<file path="config.mk">
export PLATFORM = sky130hd
export DESIGN_NAME = xtal_prescaler
export DESIGN_NICKNAME = d
export VERILOG_FILES = /design/src/rtl/xp_pkg.sv /design/src/rtl/xp_swallow.sv /design/src/rtl/xp_bindiv.sv /design/src/rtl/xp_johnson.sv /design/src/rtl/xtal_prescaler.sv
export SDC_FILE = /design/constraint.sdc
export NUM_CORES = 1
export LEC_CHECK = 0
export CORE_UTILIZATION = 25
export DETAILED_ROUTE_END_ITERATION = 16
export PLACE_DENSITY = 0.39
export SYNTH_ARGS = -nofsm -noshare
export SYNTH_HDL_FRONTEND = slang
export SYNTH_SLANG_ARGS = --single-unit
</file>
<file path="constraint.sdc">
create_clock -name clk_ref -period 4.7 [get_ports clk_ref]
set_input_delay 0.705 -clock clk_ref [delete_from_list [all_inputs] [get_ports clk_ref]]
set_output_delay 0.705 -clock clk_ref [all_outputs]
set_load 0.02 [all_outputs]
</file>
<file path="src/rtl/xp_pkg.sv">
`timescale 1ns/1ps
package xp_pkg;

  // Operating mode decoded from the two control inputs.
  typedef enum logic [1:0] {
    XP_HALT   = 2'd0,
    XP_BYPASS = 2'd1,
    XP_DIVIDE = 2'd2
  } xp_mode_e;

  // Widest Johnson ring the legality check handles.
  localparam int XP_MAXW = 16;

  function automatic xp_mode_e xp_decode_mode(input logic run, input logic test);
    if (!run)      return XP_HALT;
    else if (test) return XP_BYPASS;
    else           return XP_DIVIDE;
  endfunction

  // A Johnson code of width w has at most one boundary between
  // neighbouring bits of differing value (a single block of ones).
  function automatic logic xp_johnson_ok(input logic [XP_MAXW-1:0] s, input int w);
    int flips;
    flips = 0;
    for (int i = 0; i < XP_MAXW - 1; i++) begin
      if (i < w - 1 && s[i] != s[i+1]) flips++;
    end
    return (flips <= 1);
  endfunction

endpackage

</file>
<file path="src/rtl/xp_swallow.sv">
`timescale 1ns/1ps
// Pulse-swallow stage: a free counter of the reference cycles that
// withholds the outgoing enable at one fixed count per wrap.
module xp_swallow #(
  parameter int unsigned CNT_W   = 4,
  parameter int unsigned SKIP_AT = (1 << CNT_W) - 1
) (
  input  logic             clk,
  input  logic             rst_n,
  input  logic             clr_i,
  input  logic             adv_i,
  output logic             pass_o,
  output logic [CNT_W-1:0] cnt_o
);
  localparam logic [CNT_W-1:0] SKIP_CODE = CNT_W'(SKIP_AT);

  logic [CNT_W-1:0] cnt_q;

  always_ff @(posedge clk or negedge rst_n) begin
    if (!rst_n)      cnt_q <= '0;
    else if (clr_i)  cnt_q <= '0;
    else if (adv_i)  cnt_q <= cnt_q + 1'b1;
  end

  assign pass_o = adv_i && (cnt_q != SKIP_CODE);
  assign cnt_o  = cnt_q;
endmodule

</file>
<file path="src/rtl/xp_bindiv.sv">
`timescale 1ns/1ps
// Binary divider stage: counts enables, flags the one that wraps it.
module xp_bindiv #(
  parameter int unsigned DIV_W = 9
) (
  input  logic             clk,
  input  logic             rst_n,
  input  logic             clr_i,
  input  logic             adv_i,
  output logic             wrap_o,
  output logic [DIV_W-1:0] cnt_o
);
  logic [DIV_W-1:0] cnt_q;

  always_ff @(posedge clk or negedge rst_n) begin
    if (!rst_n)      cnt_q <= '0;
    else if (clr_i)  cnt_q <= '0;
    else if (adv_i)  cnt_q <= cnt_q + 1'b1;
  end

  assign wrap_o = adv_i && (&cnt_q);
  assign cnt_o  = cnt_q;
endmodule

</file>
<file path="src/rtl/xp_johnson.sv">
`timescale 1ns/1ps
// Johnson ring stage: 2*STAGES states per loop. Any code outside the
// legal set is sent to zero on the next edge.
module xp_johnson
  import xp_pkg::*;
#(
  parameter int unsigned STAGES = 3
) (
  input  logic              clk,
  input  logic              rst_n,
  input  logic              clr_i,
  input  logic              adv_i,
  output logic              level_o,
  output logic              last_o,
  output logic [STAGES-1:0] state_o
);
  localparam logic [STAGES-1:0] LAST_CODE = {1'b1, {(STAGES-1){1'b0}}};

  logic [STAGES-1:0]  q;
  logic [STAGES-1:0]  shifted;
  logic [XP_MAXW-1:0] q_wide;
  logic               legal;

  assign shifted[0] = ~q[STAGES-1];
  for (genvar g = 1; g < STAGES; g++) begin : g_shift
    assign shifted[g] = q[g-1];
  end

  assign q_wide = {{(XP_MAXW-STAGES){1'b0}}, q};
  assign legal  = xp_johnson_ok(q_wide, STAGES);

  always_ff @(posedge clk or negedge rst_n) begin
    if (!rst_n)      q <= '0;
    else if (clr_i)  q <= '0;
    else if (!legal) q <= '0;
    else if (adv_i)  q <= shifted;
  end

  assign level_o = ~q[STAGES-1];
  assign last_o  = (q == LAST_CODE);
  assign state_o = q;
endmodule

</file>
<file path="src/rtl/xtal_prescaler.sv">
`timescale 1ns/1ps
module xtal_prescaler
  import xp_pkg::*;
#(
  parameter int unsigned SKIP_W      = 4,
  parameter int unsigned SKIP_SLOT   = (1 << SKIP_W) - 1,
  parameter int unsigned BIN_W       = 9,
  parameter int unsigned JOHN_STAGES = 3
) (
  input  logic clk_ref,
  input  logic rst_n,
  input  logic run_i,
  input  logic test_i,
  output logic pre_en_o,
  output logic tick60_o,
  output logic slow10_o,
  output logic tick_o
);
  // Named internal events, brought out for the bound checker.
  xp_mode_e               mode;
  logic                   halt;
  logic                   divide;
  logic                   bypass;
  logic [SKIP_W-1:0]      sw_cnt;
  logic [BIN_W-1:0]       bin_cnt;
  logic [JOHN_STAGES-1:0] john_q;
  logic                   john_last;
  logic                   level10;
  logic                   level10_prev;
  logic                   edge_seen;

  assign mode   = xp_decode_mode(run_i, test_i);
  assign halt   = (mode == XP_HALT);
  assign divide = (mode == XP_DIVIDE);
  assign bypass = (mode == XP_BYPASS);

  xp_swallow #(.CNT_W(SKIP_W), .SKIP_AT(SKIP_SLOT)) u_swallow (
    .clk   (clk_ref),
    .rst_n (rst_n),
    .clr_i (halt),
    .adv_i (divide),
    .pass_o(pre_en_o),
    .cnt_o (sw_cnt)
  );

  xp_bindiv #(.DIV_W(BIN_W)) u_bindiv (
    .clk   (clk_ref),
    .rst_n (rst_n),
    .clr_i (halt),
    .adv_i (pre_en_o),
    .wrap_o(tick60_o),
    .cnt_o (bin_cnt)
  );

  xp_johnson #(.STAGES(JOHN_STAGES)) u_johnson (
    .clk    (clk_ref),
    .rst_n  (rst_n),
    .clr_i  (halt),
    .adv_i  (tick60_o),
    .level_o(level10),
    .last_o (john_last),
    .state_o(john_q)
  );

  // Edge synchroniser: the cleared ring shows a high level, so the
  // history flop is also held high to avoid a strobe at start.
  always_ff @(posedge clk_ref or negedge rst_n) begin
    if (!rst_n)    level10_prev <= 1'b1;
    else if (halt) level10_prev <= 1'b1;
    else           level10_prev <= level10;
  end

  assign edge_seen = level10 & ~level10_prev;
  assign slow10_o  = level10;
  assign tick_o    = bypass | (divide & edge_seen);
endmodule

</file>
==> summary.txt, run 1 <==
STA
  • Skew final: 0.003812 ns
  • Unrepaired setup endpoints after global routing: false
  • Worst slew pin tran: approximately 0.80 ns
  • Final Cycle Share: around 70%
  • Final Hold Fails: 0
  • Crit path time final: 3.309 ns
  • Setup_tns: 0 ns
  • Worst slew margin: between 40% and 50%
  • Final setup viols: 0
  • Final Slew Violations: 0
  • Final worst slack: roughly 1.4 ns
  • Fmax: just over 300 MHz

Critical path
  • Arr. time, crit path: around 2.6 ns
  • Critical Path RT: about 4 ns
  • Critical path capture point type: primary output
  • Crit Path Max Fanout: 9
  • Critical path type: input port to primary output
  • Startpoint types: input port

Floorplanning
  • Die X: 61.40 um
  • Die height: just over 60 um
  • Top Ports: 8
  • Starting density of the core: roughly a quarter
  • Core region area: between 3000 and 4000 um^2
  • Row count: 21
  • Die footprint: around 3800 um^2

Placement
  • Post-DP HPWL: ~1200 um
  • Place WS: approximately 1.4 ns
  • Dpl cell area: about 1000 um^2
  • Gp weighted congestion: 0.7142
  • IO buf count: 7

Layout
  • Reg area: about 430 um^2
  • Final core occ: between 30 and 40%
  • Area growth syn-to-layout: 15.18%
  • Final #Nets: 107
  • # diodes: 0
  • Fill cell count: between 300 and 400
  • Multi-input gate area: roughly 420 um^2
  • Most frequent cells in the layout: dfrtp_1 (16), nor2_1 (11), nand2_1 (9)
  • Final standard cell area without fillers: roughly 1000 um^2
  • Leading cell type in the layout, fill and taps excluded: dfrtp_1
  • Layout cell share with drive strength beyond 1: approximately 6.1%

Drt
  • ANT nets after route: 0
  • Vias: about 720
  • Via-to-Cell Ratio: around 4.9
  • # DRC: 0
  • Total Wirelength: around 1800 um
  • Drt pass-1 iters: 5
  • Drt initial violations: 45
  • Wire length per cell: 12.41 um

Clocking
  • CTS tree: done
  • CTS H-tree depth: 1
  • Clock sinks: 17
  • CTS clock-pin slew for the worst setup and hold paths: roughly 0.10 ns
  • Clk_lat worst skew: 0.29 ns
  • Num CTS Buffers: 3
  • Setup bufs post-CTS: 0
  • Cts hold-fix bufs: 0
  • Clock Tree Buf Depth: 2
  • Resize count post-CTS: 0
  • Cell at the root of the clock tree: clkbuf_4

Synth
  • Synth Net Count: 98
  • Syn. warnings: 0
  • Synthesized instance count: ~90
  • Synth Cell Area: about 880 um^2
  • Sequential fraction of the synthesis area: roughly half
  • Avg Cell Area, Syn: 9.693 um^2
  • #FFs+latches synth: 17
  • Cell variety after synth: 30

Pwr
  • Leak: roughly 0.40 nW
  • PD cells: roughly 260 nW/um^2
  • Maximum vdd drop: about 0.13 mV
  • Total power draw: between 0.2 and 0.3 mW

Global route
  • Initial antenna violation count: 0
  • Pin count of the biggest net entering global routing: 18
  • First-pass GRT wire length: 2822 um
  • GRT Util Overall: 10.55%
  • Aggregate global routing overflow: 0
  • Vias in the first global route: around 600

Worst hold path
  • Hold Path Class: register to register

Outcome
  • Status: finished, final reports clean

Run
  • MaxCap Viol Count: 0
## where the power goes
group | switching (mW) | internal [mW]
clock | 0.0485 | 0.0330
combinational | 0.0150 | 0.00970
sequential | 0.00340 | 0.150
total | 0.0669 | 0.192
## critical path, cell delays in order
cell	delay, ns
clkdlybuf4s50_1	0.57
a31oi_2	0.50
and3_1	0.23
clkdlybuf4s50_1	0.60
## cell usage after synthesis
cell type  number  area (um^2)
nor2_1         11        41.29
dfstp_2         1        26.28
nand4b_1        1        8.760
clkbuf_1        1        3.750
a211o_1         1        8.760
clkinv_1        1        3.750
inv_1           3        11.26
o21ai_0         2        10.01
nor2b_1         2        12.51
nand2_1         9        33.78
o311ai_0        1        8.760
dfrtp_1        16        400.4
or3_1           2        12.51
o31ai_1         4        30.03
nand3_1         4        20.02
a31oi_1         1        6.260
ha_1            3        37.54
a21oi_1         8        40.04
mux2i_1         1        10.01
buf_2           1        5.000
a31o_4          1        17.52
a31oi_2         1        12.51
nand4_1         4        25.02
o211ai_1        1        7.510
and2_1          1        6.260
buf_6           1        11.26
or4_1           4        30.03
xnor2_1         2        17.52
xor2_1          2        17.52
and3_1          1        6.260
## flip-flops by register name, summed over array words and instances, names as in the netlist
signal / cells
u_swallow.cnt_o: 4
level10_prev: 1
u_johnson.state_o: 3
u_bindiv.cnt_o: 9
## metrics by stage
step,cells,hold slack (ns)
after floorplan,91,0.4094
after global placement,141,0.5182
after detailed placement,141,0.5202
after CTS,145,0.5378
after global routing,145,0.5727
final,145,0.5331
## path summary, 6_finish.rpt
path | end | startpoint | slack [ns] | cells past startpoint
min in group asynchronous | u_bindiv.cnt_o[5]$_DFFE_PN0P_ | rst_n | 0.86 | 1
max in group asynchronous | u_bindiv.cnt_o[8]$_DFFE_PN0P_ | rst_n | 3.33 | 1
hold reg to reg | level10_prev$_DFF_PN1_ | u_johnson.state_o[2]$_DFFE_PN0P_ | 0.53 | 1
hold / removal | level10_prev$_DFF_PN1_ | u_johnson.state_o[2]$_DFFE_PN0P_ | 0.53 | 1
setup reg to reg | u_bindiv.cnt_o[5]$_DFFE_PN0P_ | u_swallow.cnt_o[0]$_DFFE_PN0P_ | 2.99 | 4
setup / recovery | tick60_o | test_i | 1.39 | 4
## layout make-up
class / count / area share [%]
repair buffers: 7 / 6.897
flip-flops and latches: 17 / 42.00
well taps: 46 / 5.665
inverters: 4 / 1.478
multi-input cells: 67 / 41.38
clock buffers: 4 / 2.586
## metal layers
metal,vias to the layer above,track usage [%],routed length (um)
met3,5,3.992,79
met1,332,14.81,916
li1,344,-,-
met4,0,2.857,24
met5,-,0,0
met2,34,15.22,778
## cell families (layout without fill, tap and decap cells)
kind of cell	Yosys count	count (layout)	share of synthesized area (%)
adder cells (fa/ha/maj)	3	3	4.256
flip-flops	17	17	48.37
XOR/XNOR	4	4	3.972
AO/OA/AOI/OAI	20	20	16.03
buffers and inverters	7	15	3.970
AND/OR/NAND/NOR	39	39	22.27
multiplexers	1	1	1.135
Power figures use the tool's default switching activity.
==> inputs of run 2 (changes only) <==
clock period = 3.5 ns   (was 4.7 ns; I/O delays follow)
==> summary.txt, run 2 (synthesis results as in run 1) <==
Layout
  • Final standard cell area without fillers: 1031 um^2 (+1.5%)
  • Most frequent cells in the layout: dfrtp_1 (16), nor2_1 (11), nand2_1 (9)
  • Final #Nets: 109 (+1.9%)
  • # diodes: 0 (unchanged)
  • Layout cell share with drive strength beyond 1: 7.921% (+1.9 points)
  • Fill cell count: 388 (+2.6%)
  • Leading cell type in the layout, fill and taps excluded: dfrtp_1
  • Max FFs per register: 9 (unchanged)
  • Final Non-Filler Cells: 147 (+1.4%)
  • Area growth syn-to-layout: 16.88%
  • Final core occ: 30.65% (+0.45 points)

Drt
  • Wire length per cell: 12.52 um (+0.89%)
  • Vias: 693 (-3.1%)
  • Routed length on met1: 1002 um (+9.4%)
  • Total Wirelength: 1840 um (+2.3%)
  • Routed wl met2: 779 um (+0.13%)
  • # DRC: 0 (unchanged)
  • Drt initial violations: 41 (-8.9%)
  • Via-to-Cell Ratio: 4.714 (-4.4%)
  • Drt pass-1 iters: 4 (-1)
  • WL met3: 47 um (-41%)
  • ANT nets after route: 0 (unchanged)
  • Uppermost layer routed: met4

Pwr
  • PD cells: 339.8 nW/um^2 (+33%)
  • Maximum vdd drop: 0.1454 mV (+12%)
  • Leak: 0.4066 nW (+2.4%)
  • Total power draw: 0.3503 mW (+35%)

Global route
  • Initial antenna violation count: 0 (unchanged)
  • First-pass GRT wire length: 3105 um (+10%)
  • Pin count of the biggest net entering global routing: 18 (unchanged)
  • Aggregate global routing overflow: 0 (unchanged)
  • GRT Util Overall: 11.47% (+0.92 points)
  • Vias in the first global route: 633 (+5.9%)

STA
  • Setup_tns: 0 ns (unchanged)
  • Final worst slack: 0.7455 ns (-0.6453 ns)
  • Unrepaired setup endpoints after global routing: false
  • Crit path time final: 2.754 ns
  • Final Slew Violations: 0 (unchanged)
  • Worst slew margin: 46.29% (-0.14 points)
  • Worst slew pin tran: 0.8031 ns (+0.002086 ns)
  • Final Cycle Share: between 70% and 80%
  • Final Hold Fails: 0 (unchanged)
  • Hold slack: 0.5217 ns (-0.01141 ns)
  • Final setup viols: 0 (unchanged)
  • Fmax: around 360 MHz
  • Skew final: 0.0009482 ns (-0.002864 ns)

Placement
  • Post-DP HPWL: 1225 um (+2.8%)
  • Place WS: 0.7446 ns (-0.6717 ns)
  • Dpl cell area: 1005 um^2 (+1.5%)
  • Inst Count DP: 143 (+1.4%)
  • IO buf count: 7 (unchanged)
  • Gp weighted congestion: 0.7085 (-0.80%)

Clocking
  • Setup bufs post-CTS: 0 (unchanged)
  • CTS clock-pin slew for the worst setup and hold paths: 0.10 ns (about the same)
  • Num CTS Buffers: 3 (unchanged)
  • Cts hold-fix bufs: 0 (unchanged)
  • Resize count post-CTS: 0 (unchanged)
  • CTS H-tree depth: 1 (unchanged)
  • Clock sinks: 17 (unchanged)
  • Clk_lat worst skew: 0.29 ns (about the same)
  • CTS tree: done
  • Cell at the root of the clock tree: clkbuf_4
  • Clock Tree Buf Depth: 2 (unchanged)

Floorplanning
  • Die footprint: 3770 um^2 (unchanged)
  • Starting density of the core: 26.23% (unchanged)
  • Die X: 61.40 um (unchanged)
  • Die height: 61.40 um (unchanged)
  • Top Ports: 8 (unchanged)
  • Row count: 21 (unchanged)
  • Core region area: 3363 um^2 (unchanged)

Critical path
  • Arr. time, crit path: 2.23 ns (-0.37 ns)
  • Worst reg-to-reg setup slack: 1.79 ns (-1.20 ns)
  • Startpoint types: input port
  • Critical path type: input port to primary output
  • Critical Path RT: 2.97 ns (-1.02 ns)
  • Critical path capture point type: primary output
  • Crit Path Max Fanout: 9 (unchanged)

Outcome
  • Status: finished, final reports clean

Worst hold path
  • Hold Path Class: register to register

Run
  • MaxCap Viol Count: 0 (unchanged)
==> run 2: metal layers <==
metal | vias up | track usage [%]
met5 | - | 0
met3 | 2 | 3.992
met2 | 11 | 15.37
met4 | 0 | 3.492
li1 | 349 | -
met1 | 331 | 17.14
==> run 2: cell type report <==
class	instances	area [um^2]	area share, %
clock buffer	4	26.28	2.549
inverter	4	15.01	1.456
multi-input combinational	67	420.4	40.78
sequential	17	426.7	41.38
tap	46	57.56	5.583
timing repair buffer	9	85.08	8.252
==> run 2: final timing paths <==
| path | to | depth (start not counted) | from |
|---|---|---|---|
| worst max register to register | u_bindiv.cnt_o[6]$_DFFE_PN0P_ | 4 | u_swallow.cnt_o[0]$_DFFE_PN0P_ |
| min in group asynchronous | u_bindiv.cnt_o[5]$_DFFE_PN0P_ | 1 | rst_n |
| worst max-delay path | tick60_o | 5 | test_i |
| worst min register to register | level10_prev$_DFF_PN1_ | 1 | u_johnson.state_o[2]$_DFFE_PN0P_ |
| max in group asynchronous | u_swallow.cnt_o[0]$_DFFE_PN0P_ | 1 | rst_n |
| worst min-delay path | level10_prev$_DFF_PN1_ | 1 | u_johnson.state_o[2]$_DFFE_PN0P_ |
==> run 2: worst max-delay path: stages <==
cell and delay [ns]:
clkdlybuf4s50_1 0.56, a31oi_2 0.20, buf_4 0.18, and3_1 0.16, clkdlybuf4s50_1 0.60
==> run 2: power breakdown <==
part           internal (mW)  switching, mW  total (mW)  leakage [nW]
clock                 0.0444         0.0650       0.109        0.0150
combinational         0.0146         0.0208      0.0354         0.161
sequential             0.201        0.00455       0.206         0.231
total                  0.260         0.0903       0.350         0.407
==> inputs of run 3 (changes only) <==
PLACE_DENSITY = 0.41   (was 0.39)
clock period = 2.4 ns   (was 3.5 ns; I/O delays follow)
==> summary.txt, run 3 (synthesis results as in run 1) <==
Outcome
  • Status: finished, final reports clean

Layout
  • Max FFs per register: 9 (unchanged)
  • # diodes: 0 (unchanged)
  • Final #Nets: 112 (+2.8%)
  • Area growth syn-to-layout: 19.86%
  • Leading cell type in the layout, fill and taps excluded: dfrtp_1
  • Layout cell share with drive strength beyond 1: 11.54% (+3.6 points)
  • Most frequent cells in the layout: dfrtp_1 (16), nor2_1 (11), nand2_1 (9)

Global route
  • Pin count of the biggest net entering global routing: 18 (unchanged)
  • Vias in the first global route: 650 (+2.7%)
  • First-pass GRT wire length: 3036 um (-2.2%)
  • GRT Util Overall: 11.15% (-0.32 points)
  • Initial antenna violation count: 0 (unchanged)
  • Aggregate global routing overflow: 0 (unchanged)

Floorplanning
  • Starting density of the core: 26.23% (unchanged)
  • Die height: 61.40 um (unchanged)
  • Core region area: 3363 um^2 (unchanged)
  • Top Ports: 8 (unchanged)
  • Row count: 21 (unchanged)
  • Die footprint: 3770 um^2 (unchanged)
  • Die X: 61.40 um (unchanged)

STA
  • Fmax: 449.6 MHz
  • Setup_tns: 0 ns (unchanged)
  • Final Cycle Share: approximately 93%
  • Worst slew margin: 79.48% (+33 points)
  • Final worst slack: 0.1757 ns (-0.5698 ns)
  • Unrepaired setup endpoints after global routing: false
  • Final setup viols: 0 (unchanged)
  • Skew final: 0.003484 ns (+0.002536 ns)
  • Crit path time final: 2.224 ns
  • Hold slack: 0.3852 ns (-0.1365 ns)
  • Final Hold Fails: 0 (unchanged)
  • Final Slew Violations: 0 (unchanged)
  • Worst slew pin tran: 0.3039 ns (-0.4992 ns)

Pwr
  • Internal: 0.3819 mW (+47%)
  • Net Sw Frac: 25.05% (-0.74 points)
  • PD cells: 481.9 nW/um^2 (+42%)
  • Leak: 0.4367 nW (+7.4%)
  • Power share of the clock group: 30.4% (-0.8 points)
  • Comb power frac: 10.8% (+0.7 points)
  • Maximum vdd drop: 0.1623 mV (+12%)
  • Sequential power share: 58.8% (about the same)
  • Switch Pwr: 0.1276 mW (+41%)

Clocking
  • Cts hold-fix bufs: 0 (unchanged)
  • Clk_lat worst skew: 0.29 ns (about the same)
  • Num CTS Buffers: 3 (unchanged)
  • CTS H-tree depth: 1 (unchanged)
  • CTS tree: done
  • Cell at the root of the clock tree: clkbuf_4
  • Clock sinks: 17 (unchanged)
  • CTS clock-pin slew for the worst setup and hold paths: 0.10 ns (about the same)
  • Clock Tree Buf Depth: 2 (unchanged)

Critical path
  • Startpoint types: input port
  • Arr. time, crit path: 1.86 ns (-0.37 ns)
  • Critical Path RT: 2.04 ns (-0.93 ns)
  • Crit Path Max Fanout: 7 (-2)
  • Critical path type: input port to primary output
  • Critical path capture point type: primary output

Placement
  • Gp weighted congestion: 0.6912 (-2.4%)
  • Post-DP HPWL: 1301 um (+6.2%)
  • IO buf count: 7 (unchanged)
  • Place WS: 0.1485 ns (-0.5962 ns)

Drt
  • Wire length per cell: 11.92 um (-4.8%)
  • # DRC: 0 (unchanged)
  • ANT nets after route: 0 (unchanged)
  • Drt pass-1 iters: 4 (unchanged)
  • Total Wirelength: 1788 um (-2.8%)
  • Via-to-Cell Ratio: 4.700 (-0.30%)
  • Drt initial violations: 17 (-59%)
  • Vias: 705 (+1.7%)

Worst hold path
  • Hold Path Class: input port to async pin

Run
  • MaxCap Viol Count: 0 (unchanged)
## run 3: cell count changes in the layout (fill, tap and decap cells not counted)
cell | previous run | this run
ha_2 | 0 | 1
ha_1 | 3 | 2
dlygate4sd2_1 | 0 | 1
buf_4 | 2 | 5
dlymetal6s2s_1 | 0 | 1
clkdlybuf4s50_1 | 7 | 5
## run 3: repair_timing
item,in CTS,in global routing
buffers inserted,0,0
gates resized for setup,2,1
setup endpoints to repair,1,1
hold endpoints to repair,0,0
## run 3: final timing paths
path / from / endpoint / slack, ns / cells past startpoint
max in group asynchronous: rst_n / level10_prev$_DFF_PN1_ / 1.76 / 2
min in group clk_ref: u_johnson.state_o[2]$_DFFE_PN0P_ / level10_prev$_DFF_PN1_ / 0.52 / 1
setup / recovery: run_i / tick_o / 0.18 / 4
hold reg to reg: u_johnson.state_o[2]$_DFFE_PN0P_ / level10_prev$_DFF_PN1_ / 0.52 / 1
hold / removal: rst_n / u_bindiv.cnt_o[7]$_DFFE_PN0P_ / 0.39 / 2
setup reg to reg: u_swallow.cnt_o[0]$_DFFE_PN0P_ / u_bindiv.cnt_o[7]$_DFFE_PN0P_ / 0.68 / 4
## run 3: area by class of cell
class | count | area [um^2]
repair buffers | 12 | 108.9
multi-input cells | 67 | 422.9
well taps | 46 | 57.56
flip-flops and latches | 17 | 426.7
inverters | 4 | 15.01
fillers | 385 | 2306
clock buffers | 4 | 26.28
## run 3: worst max-delay path: stages
cell,delay (ns)
clkdlybuf4s50_1,0.59
clkinv_1,0.17
nor2_1,0.13
clkdlybuf4s50_1,0.60
## run 3: power groups by stage
stage / sequential [mW] / combinational (mW) / clock (mW)
global placement: 0.305 / 0.0561 / 0
detailed placement: 0.305 / 0.0560 / 0
floorplan: 0.304 / 0.0308 / 0
CTS: 0.300 / 0.0564 / 0.163
finish: 0.300 / 0.0548 / 0.155
global route: 0.301 / 0.0628 / 0.175
## run 3: per-layer routing
layer	vias up	routed length (um)	GRT usage, %
met3	2	71	2.521
met5	-	0	0
li1	357	-	-
met4	0	17	4.762
met2	17	750	15.22
met1	329	949	16.69
## run 3: metrics by stage
step	instance area, um^2	std cells	utilization [%]	total power [mW]
2_1_floorplan	882.1	91	-	0.3346
3_5_place_dp	1027	146	30.54	0.3613
5_1_grt	1057	150	31.44	0.5386
4_1_cts	1055	150	31.36	0.5188
6_report	1057	150	31.44	0.5095
3_3_place_gp	1027	146	30.54	0.3614
